File: config.mk
export PLATFORM = sky130hd
export DESIGN_NAME = rx_dest_filter
export DESIGN_NICKNAME = d
export VERILOG_FILES = /design/src/rtl/rxf_pkg.sv /design/src/rtl/rxf_crc_byte.sv /design/src/rtl/rxf_addr_track.sv /design/src/rtl/rxf_mode_sel.sv /design/src/rtl/rx_dest_filter.sv
export SDC_FILE = /design/constraint.sdc
export NUM_CORES = 1
export LEC_CHECK = 0
export BUFFER_PORTS_ARGS = -buffer_cell sky130_fd_sc_hd__buf_2
export CORE_UTILIZATION = 55
export CTS_CLUSTER_SIZE = 14
export DETAILED_ROUTE_END_ITERATION = 6
export PLACE_DENSITY_LB_ADDON = 0.25
export SLEW_MARGIN = 20
export SYNTH_ARGS = -nofsm -noshare
export SYNTH_HDL_FRONTEND = slang
export SYNTH_HIERARCHICAL = 1
export SYNTH_SLANG_ARGS = --single-unit
export TNS_END_PERCENT = 1
File: constraint.sdc
create_clock -name clk -period 12.99 [get_ports clk]
set_input_delay 0 -clock clk [delete_from_list [all_inputs] [get_ports clk]]
set_output_delay 0 -clock clk [all_outputs]
set_load 0.02 [all_outputs]
File: src/rtl/rxf_pkg.sv
package rxf_pkg;

    typedef enum logic [1:0] {
        FM_OWN     = 2'b00,
        FM_HASH    = 2'b01,
        FM_ALLMC   = 2'b10,
        FM_PROMISC = 2'b11
    } fmode_e;

    localparam logic [31:0] CRC_POLY_REFL = 32'hEDB88320;

    typedef struct packed {
        logic valid;
        logic accept;
        logic phys;
        logic hash;
        logic bcast;
        logic mcast;
        logic hstat;
    } dec_s;

endpackage

File: src/rtl/rxf_crc_byte.sv
module rxf_crc_byte
    import rxf_pkg::*;
(
    input  logic [31:0] crc_in,
    input  logic [7:0]  data,
    output logic [31:0] crc_out
);
    logic [31:0] c;
    logic        fb;

    // bit-serial reflected update, LSB of the byte first
    always_comb begin
        c  = crc_in;
        fb = 1'b0;
        for (int i = 0; i < 8; i++) begin
            fb = c[0] ^ data[i];
            c  = {1'b0, c[31:1]} ^ (fb ? CRC_POLY_REFL : 32'h0);
        end
        crc_out = c;
    end
endmodule

File: src/rtl/rxf_addr_track.sv
module rxf_addr_track #(
    parameter int N_BYTES = 6,
    localparam int CW     = $clog2(N_BYTES + 1),
    localparam int AW     = 8 * N_BYTES
) (
    input  logic          clk,
    input  logic          rst_n,
    input  logic          in_valid,
    input  logic          in_sof,
    input  logic [7:0]    in_byte,
    input  logic [AW-1:0] station_addr,
    output logic          done,
    output logic          out_phys,
    output logic          out_bcast,
    output logic          out_mcast,
    output logic [31:0]   out_crc
);
    typedef struct packed {
        logic [CW-1:0] cnt;
        logic          phys;
        logic          ones;
        logic          mc;
        logic [31:0]   crc;
    } trk_s;

    trk_s          st_q, st_d;
    logic          take;
    logic [CW-1:0] pos;
    logic          base_phys, base_ones, base_mc;
    logic [31:0]   base_crc, crc_nx;
    logic          byte_eq;

    assign base_crc = in_sof ? 32'hFFFF_FFFF : st_q.crc;

    rxf_crc_byte u_crc (
        .crc_in  (base_crc),
        .data    (in_byte),
        .crc_out (crc_nx)
    );

    always_comb begin
        take      = in_valid && (in_sof || (st_q.cnt < CW'(N_BYTES)));
        pos       = in_sof ? '0 : st_q.cnt;
        base_phys = in_sof ? 1'b1 : st_q.phys;
        base_ones = in_sof ? 1'b1 : st_q.ones;
        base_mc   = in_sof ? in_byte[0] : st_q.mc;
        byte_eq   = (in_byte == station_addr[8*int'(pos) +: 8]);
        st_d      = st_q;
        if (take) begin
            st_d.cnt  = pos + CW'(1);
            st_d.phys = base_phys & byte_eq;
            st_d.ones = base_ones & (&in_byte);
            st_d.mc   = base_mc;
            st_d.crc  = crc_nx;
        end
        done      = take && (pos == CW'(N_BYTES - 1));
        out_phys  = st_d.phys;
        out_bcast = st_d.ones;
        out_mcast = st_d.mc;
        out_crc   = st_d.crc;
    end

    always_ff @(posedge clk) begin
        if (!rst_n) begin
            st_q.cnt  <= CW'(N_BYTES);
            st_q.phys <= 1'b0;
            st_q.ones <= 1'b0;
            st_q.mc   <= 1'b0;
            st_q.crc  <= 32'hFFFF_FFFF;
        end else begin
            st_q <= st_d;
        end
    end

    // the byte position never runs past the address length
    p_cnt_range_r2: assert property (@(posedge clk) disable iff (!rst_n)
        st_q.cnt <= CW'(N_BYTES));

    // a start marker always reopens the address at its second position
    p_sof_restart_r2: assert property (@(posedge clk) disable iff (!rst_n)
        (in_valid && in_sof) |=> (st_q.cnt == CW'(1)));
endmodule

File: src/rtl/rxf_mode_sel.sv
module rxf_mode_sel
    import rxf_pkg::*;
(
    input  logic [1:0] mode,
    input  logic       phys,
    input  logic       bcast,
    input  logic       mcast,
    input  logic       hit,
    output logic       accept
);
    always_comb begin
        unique case (fmode_e'(mode))
            FM_OWN:     accept = phys;
            FM_HASH:    accept = phys | bcast | (mcast & hit);
            FM_ALLMC:   accept = phys | bcast | mcast;
            FM_PROMISC: accept = 1'b1;
            default:    accept = 1'b0;
        endcase
    end
endmodule

File: src/rtl/rx_dest_filter.sv
module rx_dest_filter
    import rxf_pkg::*;
#(
    parameter int ADDR_BYTES = 6,
    parameter int HASH_BITS  = 6,
    localparam int AW        = 8 * ADDR_BYTES,
    localparam int TBL       = 1 << HASH_BITS
) (
    input  logic           clk,
    input  logic           rst_n,
    input  logic           in_valid,
    input  logic           in_sof,
    input  logic [7:0]     in_byte,
    input  logic [1:0]     filt_mode,
    input  logic [AW-1:0]  station_addr,
    input  logic [TBL-1:0] hash_table,
    input  logic           dma_rx_on,
    output logic           dec_valid,
    output logic           dec_accept,
    output logic           flag_phys,
    output logic           flag_hash,
    output logic           flag_bcast,
    output logic           flag_mcast,
    output logic           hash_stat
);
    dec_s                 dec_q, dec_d;
    logic                 done;
    logic                 cur_phys, cur_bcast, cur_mcast;
    logic [31:0]          cur_crc;
    logic [HASH_BITS-1:0] hidx;
    logic                 hit;
    logic                 acc;

    rxf_addr_track #(.N_BYTES(ADDR_BYTES)) u_track (
        .clk          (clk),
        .rst_n        (rst_n),
        .in_valid     (in_valid),
        .in_sof       (in_sof),
        .in_byte      (in_byte),
        .station_addr (station_addr),
        .done         (done),
        .out_phys     (cur_phys),
        .out_bcast    (cur_bcast),
        .out_mcast    (cur_mcast),
        .out_crc      (cur_crc)
    );

    assign hidx = cur_crc[31 -: HASH_BITS];
    assign hit  = hash_table[hidx];

    rxf_mode_sel u_mode (
        .mode   (filt_mode),
        .phys   (cur_phys),
        .bcast  (cur_bcast),
        .mcast  (cur_mcast),
        .hit    (hit),
        .accept (acc)
    );

    always_comb begin
        dec_d       = dec_q;
        dec_d.valid = done;
        if (done) begin
            dec_d.accept = acc;
            dec_d.phys   = cur_phys;
            dec_d.hash   = hit & cur_mcast;
            dec_d.bcast  = cur_bcast;
            dec_d.mcast  = cur_mcast;
            if (dma_rx_on) begin
                dec_d.hstat = hit;
            end
        end
    end

    always_ff @(posedge clk) begin
        if (!rst_n) begin
            dec_q <= '0;
        end else begin
            dec_q <= dec_d;
        end
    end

    assign dec_valid  = dec_q.valid;
    assign dec_accept = dec_q.accept;
    assign flag_phys  = dec_q.phys;
    assign flag_hash  = dec_q.hash;
    assign flag_bcast = dec_q.bcast;
    assign flag_mcast = dec_q.mcast;
    assign hash_stat  = dec_q.hstat;

    // the decision strobe never lasts two cycles
    p_single_pulse_r3: assert property (@(posedge clk) disable iff (!rst_n)
        dec_valid |=> !dec_valid);

    // outside a strobe the reported decision stays put
    p_hold_r3: assert property (@(posedge clk) disable iff (!rst_n)
        !dec_valid |-> ($stable(dec_accept) && $stable(flag_phys) && $stable(flag_mcast)));

    // broadcast always reports as multicast as well
    p_bcast_mcast_r4: assert property (@(posedge clk) disable iff (!rst_n)
        flag_bcast |-> flag_mcast);

    // a hash hit is only flagged for multicast frames
    p_hash_mcast_r5: assert property (@(posedge clk) disable iff (!rst_n)
        flag_hash |-> flag_mcast);

    // own-address mode follows the address match exactly
    p_mode_own_r6: assert property (@(posedge clk) disable iff (!rst_n)
        (dec_valid && $past(filt_mode) == 2'b00) |-> (dec_accept == flag_phys));

    // promiscuous mode accepts everything
    p_promisc_r9: assert property (@(posedge clk) disable iff (!rst_n)
        (dec_valid && $past(filt_mode) == 2'b11) |-> dec_accept);

    // hash status is frozen while receive DMA is off
    p_hstat_hold_r10: assert property (@(posedge clk) disable iff (!rst_n)
        !$past(dma_rx_on) |-> $stable(hash_stat));
endmodule

==> results.json, run 1 <==
{
  "grt_overflow": 0,
  "grt_pass1_vias": 3578,
  "cts_buffers": 5,
  "cts_tree": "built",
  "yosysWarnings": 6,
  "synth_compound_gate_area_share_pct": 9.77,
  "post-route-min-period_ns": 4.72,
  "post_cts_resized": 0,
  "ys_seq_elements": 45,
  "die_h_um": 87.8,
  "core-area_um2": 6940,
  "grt_setup_unrepaired": "false",
  "maxCapViolations": 0,
  "setup_violations": 0,
  "period_share_pct": 36.3,
  "endpoint_kind": "register",
  "vias": 3747,
  "ant_nets": 0,
  "worst_pin_slew_ns": 0.825,
  "synthTopCellsByArea": "dfxtp_1, xnor2_1, or2_2, nand2_1, mux4_2",
  "synth.avg_cell_area_um2": 8.31,
  "fillerInstances": 587,
  "ys_types": 61,
  "rows": 30,
  "synth_mux_area_share_pct": 16.9,
  "clk_path_buf_depth": 2,
  "final_util_pct": 69.2,
  "num_antenna_cells": 0,
  "initial_utilization_pct": 58.3,
  "nNetsFinal": 735,
  "final-max-slew-violation-count": 0,
  "syn2layout_area_growth_pct": 18.8,
  "syn_area_um2": 4050,
  "postCtsSetupBuffers": 0,
  "track_usage_pct": 27.2,
  "synthArstFlopShare_pct": 0,
  "synth-simple-area-share_pct": 27.0,
  "cp-start-kind": "register",
  "synth_fa_ha_area_share_pct": 1.55,
  "fmax_ghz": 0.212,
  "die_w_um": 87.8,
  "gp_congestion": 0.867,
  "syn_inst": 487,
  "crit_arrival_ns": 4.91,
  "final_cells": 700,
  "hold_viol": 0,
  "synth_top_area_cell": "dfxtp_1",
  "ys.flop_type": "dfxtp_1",
  "worstHoldPathType": "in2reg",
  "cts_hold_buf": 2,
  "portBuffers": 133,
  "r2r_start": "u_track/st_q[7]",
  "skew_ns": 0.00288,
  "p_leak_uw": 0.00221,
  "cts_max_level": 2,
  "wirelength_mm": 10.0,
  "synth_edf_count": 0,
  "whs_ns": 0.0496,
  "yosysSeqAreaShare_pct": 22.3,
  "clk_pin_slew_ns": 0.08,
  "synth_top_area_share_pct": 22.3,
  "crit_required_ns": 13.18,
  "drc_errors": 0,
  "power_density_nw_per_um2": 111,
  "crit_type": "reg2reg",
  "antenna_found_initial": 0,
  "synthTopCellsByCount": "nand2_1, or2_2, xnor2_1",
  "rr_worst_depth": 17,
  "ff2ff_setup_slack_ns": 8.27,
  "peakVddDrop_mv": 0.0570,
  "drive_gt1_share_pct": 39.4,
  "io_pins": 134,
  "grt_max_degree": 52,
  "setup_tns_ns": 0,
  "relSlewSlack_pct": 45.0,
  "grt_pass1_wl_mm": 16.4,
  "die_area_um2": 7710,
  "crit_end": "dec_accept",
  "routed_via_density": 5.35,
  "clock_latency_ns": 0.29,
  "synth-xor-area-share_pct": 17.5,
  "synth_top_family_by_area": "simple AND/OR/NAND/NOR gates",
  "cp_max_fo": 13,
  "drtIter0Drc": 147,
  "outcome": "complete, no violations",
  "synth.most_common_cell": "nand2_1",
  "first_pass_iters": 4,
  "ctsRootBufferMaster": "clkbuf_8",
  "postLayoutCellArea_um2": 4810,
  "syn_nets": 619,
  "avgRoutedWirePerCell_um": 14.3,
  "clock_sinks": 45,
  "worstSetupStartpoint": "u_track/st_q[7]",
  "hpwl_mm": 7.76,
  "placed_area_um2": 4710,
  "r2r_end": "dec_accept",
  "dp_cells": 690
}
worst max-delay path: stages (launching register included):
cell,delay (ns)
dfxtp_1,0.31
or2_2,0.28
xnor2_1,0.56
xnor2_1,0.33
xnor2_1,0.36
xor2_1,0.18
nand2_1,0.08
nand2_1,0.41
mux4_1,0.61
mux4_2,0.47
a2bb2oi_1,0.17
a22oi_2,0.21
inv_1,0.08
o21ai_1,0.13
a21oi_1,0.08
o32a_2,0.19
mux2i_1,0.13
nor2_1,0.05
worst min path at each step:
| stage | from | to | slack [ns] | depth (start not counted) |
|---|---|---|---|---|
| after floorplan | rst_n | u_track/st_q[37] | 0.07 | 1 |
| after global placement | dma_rx_on | hash_stat | 0.23 | 2 |
| after detailed placement | dma_rx_on | hash_stat | 0.23 | 2 |
| after CTS | in_valid | u_track/st_q[37] | 0.02 | 3 |
| after global routing | in_valid | u_track/st_q[37] | 0.06 | 3 |
| final | in_valid | u_track/st_q[37] | 0.05 | 3 |
flip-flops by register name (all words and copies together) (netlist names):
register      flops
flag_mcast        1
flag_phys         1
u_track/st_q     38
dec_accept        1
flag_hash         1
dec_valid         1
flag_bcast        1
hash_stat         1
report_power, final:
group          internal (uW)  leakage [uW]  switching (uW)
clock network           38.3     0.0000395            43.6
registers                154      0.000372            8.13
logic                    148       0.00180             143
layout make-up:
| class | count | area [um2] | share of cell area [%] |
|---|---|---|---|
| multi-input cells | 399 | 2950 | 61.3 |
| well taps | 96 | 120 | 2.50 |
| clock buffers | 8 | 80.1 | 1.67 |
| repair buffers | 138 | 708 | 14.7 |
| inverters | 14 | 52.6 | 1.09 |
| flip-flops and latches | 45 | 901 | 18.7 |
stage by stage:
stage | power [uW] | worst slack, ns
detailed placement | 454 | 8.08
floorplan | 398 | 8.66
finish | 534 | 8.27
global route | 576 | 7.94
CTS | 538 | 8.24
global placement | 448 | 8.32
cell families (layout without fill, tap and decap cells):
family                     count (synthesis)  count (layout)
AOI/OAI and AO/OA                         51              51
xor gates and xnor gates                  73              73
adders and majority gates                  5               5
buffers and inverters                     43             160
DFF                                       45              45
muxes                                     45              45
and+or+nand+nor                          225             225
placed cells by master, fill, tap and decap left out, drive strengths merged, types with 14 or more instances in the layout:
master	n
mux4	17
mux2i	26
nand2	109
xor2	17
dfxtp	45
buf	136
or2	65
inv	14
nor2	22
xnor2	54
per-layer routing:
metal,track usage (%),share of wire [%],vias up
met1,32.3,41,1733
met3,3.68,5.6,12
met5,0,0,-
met4,8.20,1.3,0
met2,50.6,52,141
li1,-,-,1861
No activity file was read; power rests on OpenSTA's default activity.
==> run 2: changes to the inputs <==
Settings changed: CORE_UTILIZATION 55 to 52.
Clock period 12.99 ns to 4.4 ns, I/O delays scaled along.
==> run 2 against run 1 <==
Compared with the run above:
- register-to-register slack worse by 8.0 ns
- setup slack got worse by 8.0 ns
- core utilization shrank 1.6 points
- wire length up 7.3%
- critical path type unchanged
- critical endpoint unchanged
- largest power group unchanged
==> results.json, run 2 (same netlist as run 1, synthesis figures left out) <==
{
  "drc_errors": 0,
  "rr_worst_depth": 17,
  "regMostFlops": "u_track/st_q",
  "min_to": "u_track/st_q[37]",
  "hold_viol": 0,
  "clock_sinks": 45,
  "drive_gt1_share_pct": 41.7,
  "multiInputGateArea_um2": 2960,
  "grt_overflow": 0,
  "gp_congestion": 0.853,
  "worst_pin_slew_ns": 0.904,
  "p_leak_uw": 0.00232,
  "skew_ns": 0.00288,
  "r2r_start": "u_track/st_q[3]",
  "regArea_um2": 901,
  "hpwl_mm": 8.32,
  "rows": 31,
  "relSlewSlack_pct": 39.7,
  "drtIter0Drc": 177,
  "final-max-slew-violation-count": 0,
  "outcome": "complete, no violations",
  "layout_commonest_cell": "buf_2",
  "routed_via_density": 5.36,
  "setup_tns_ns": 0,
  "pre_cts_ws_ns": 0.289,
  "die_w_um": 90.2,
  "hold_start": "in_valid",
  "p_total_uw": 1720,
  "clock_latency_ns": 0.30,
  "largest_register_ff_count": 38,
  "ctsRootBufferMaster": "clkbuf_8",
  "cp-start-kind": "register",
  "fmax_ghz": 0.243,
  "syn2layout_area_growth_pct": 23.2,
  "grt_max_degree": 35,
  "grt_pass1_vias": 3810,
  "core-area_um2": 7370,
  "cts_max_level": 2,
  "crit_arrival_ns": 4.32,
  "power_density_nw_per_um2": 345,
  "die_area_um2": 8140,
  "io_pins": 134,
  "setup_ws_ns": 0.279,
  "ff2ff_setup_slack_ns": 0.28,
  "postCtsSetupBuffers": 0,
  "crit_type": "reg2reg",
  "maxCapViolations": 0,
  "post-route-min-period_ns": 4.12,
  "final_util_pct": 67.6,
  "num_antenna_cells": 0,
  "wirelength_mm": 10.8,
  "clk_path_buf_depth": 2,
  "peakVddDrop_mv": 0.173,
  "vias": 3856,
  "layout_common_cells": "buf_2, nand2_1, or2_2, xnor2_1, dfxtp_1",
  "fillerInstances": 623,
  "endpoint_kind": "register",
  "clk_pin_slew_ns": 0.08,
  "worstHoldPathCells": 3,
  "die_h_um": 90.2,
  "avgRoutedWirePerCell_um": 14.9,
  "initial_utilization_pct": 54.9,
  "first_pass_iters": 4,
  "cts_tree": "built",
  "crit_required_ns": 4.60,
  "track_usage_pct": 26.7,
  "setup_violations": 0,
  "cp_max_fo": 7,
  "antenna_found_initial": 0,
  "cts_buffers": 5,
  "worstHoldPathType": "in2reg",
  "portBuffers": 133,
  "ant_nets": 0,
  "r2r_end": "dec_accept",
  "grt_pass1_wl_mm": 17.6,
  "period_share_pct": 93.7,
  "grt_setup_unrepaired": "false",
  "nNetsFinal": 752
}
-- run 2: changes by cell type in the layout (fill, tap and decap cells not counted), sizes merged --
cell	before	now
buf	136	153
bufinv	0	1
clkbuf	8	7
-- run 2: repair_timing --
item / in CTS / in global routing
resized for setup: 0 / 2
setup endpoints to repair: 0 / 1
hold buffers: 2 / 0
hold endpoints to repair: 3 / 0
-- run 2: worst max-delay path, stage by stage, from the launching register on --
cell	delay [ns]
dfxtp_1	0.31
or2_2	0.28
xnor2_1	0.29
xnor2_1	0.21
xnor2_2	0.30
xor2_1	0.17
nand2_1	0.06
nand2_1	0.26
mux4_1	0.60
mux4_2	0.48
a2bb2oi_1	0.16
a22oi_2	0.23
inv_1	0.07
o21ai_1	0.15
a21oi_1	0.08
o32a_2	0.19
mux2i_1	0.14
nor2_1	0.05
-- run 2: cell type report --
type / count / area share, %
Clock inverter: 1 / 0.602
Inverter: 14 / 1.05
Clock buffer: 7 / 1.73
Timing Repair Buffer: 155 / 16.8
Multi-Input combinational cell: 399 / 59.3
Sequential cell: 45 / 18.1
Tap cell: 99 / 2.48
-- run 2: power breakdown --
group	switching, uW	leakage [uW]	total, uW	internal, uW
Combinational	437	0.00189	909	471
Sequential	27.1	0.000372	482	454
Clock	143	0.0000585	328	185
-- run 2: metrics by stage --
step / hold WS, ns / cells / cell area, um2
5_1_grt: 0.0437 / 720 / 4980
3_5_place_dp: 0.228 / 710 / 4840
4_1_cts: 0.00297 / 720 / 4970
2_1_floorplan: 0.0718 / 487 / 4050
6_report: 0.00519 / 720 / 4980
3_3_place_gp: 0.232 / 710 / 4840
-- run 2: routing by layer --
metal / GRT usage [%] / share of wire [%]
met3: 4.06 / 5.7
met1: 30.6 / 42
met2: 50.3 / 50
met4: 8.33 / 2.2
met5: 0 / 0
-- run 2: worst max-delay path by stage --
stage	from	endpoint	slack, ns
4_1_cts	u_track/st_q[3]	dec_accept	0.22
5_1_grt	u_track/st_q[7]	dec_accept	0.02
6_report	u_track/st_q[3]	dec_accept	0.28
2_1_floorplan	in_sof	dec_accept	0.07
3_5_place_dp	u_track/st_q[4]	dec_accept	0.29
3_3_place_gp	u_track/st_q[6]	dec_accept	0.50
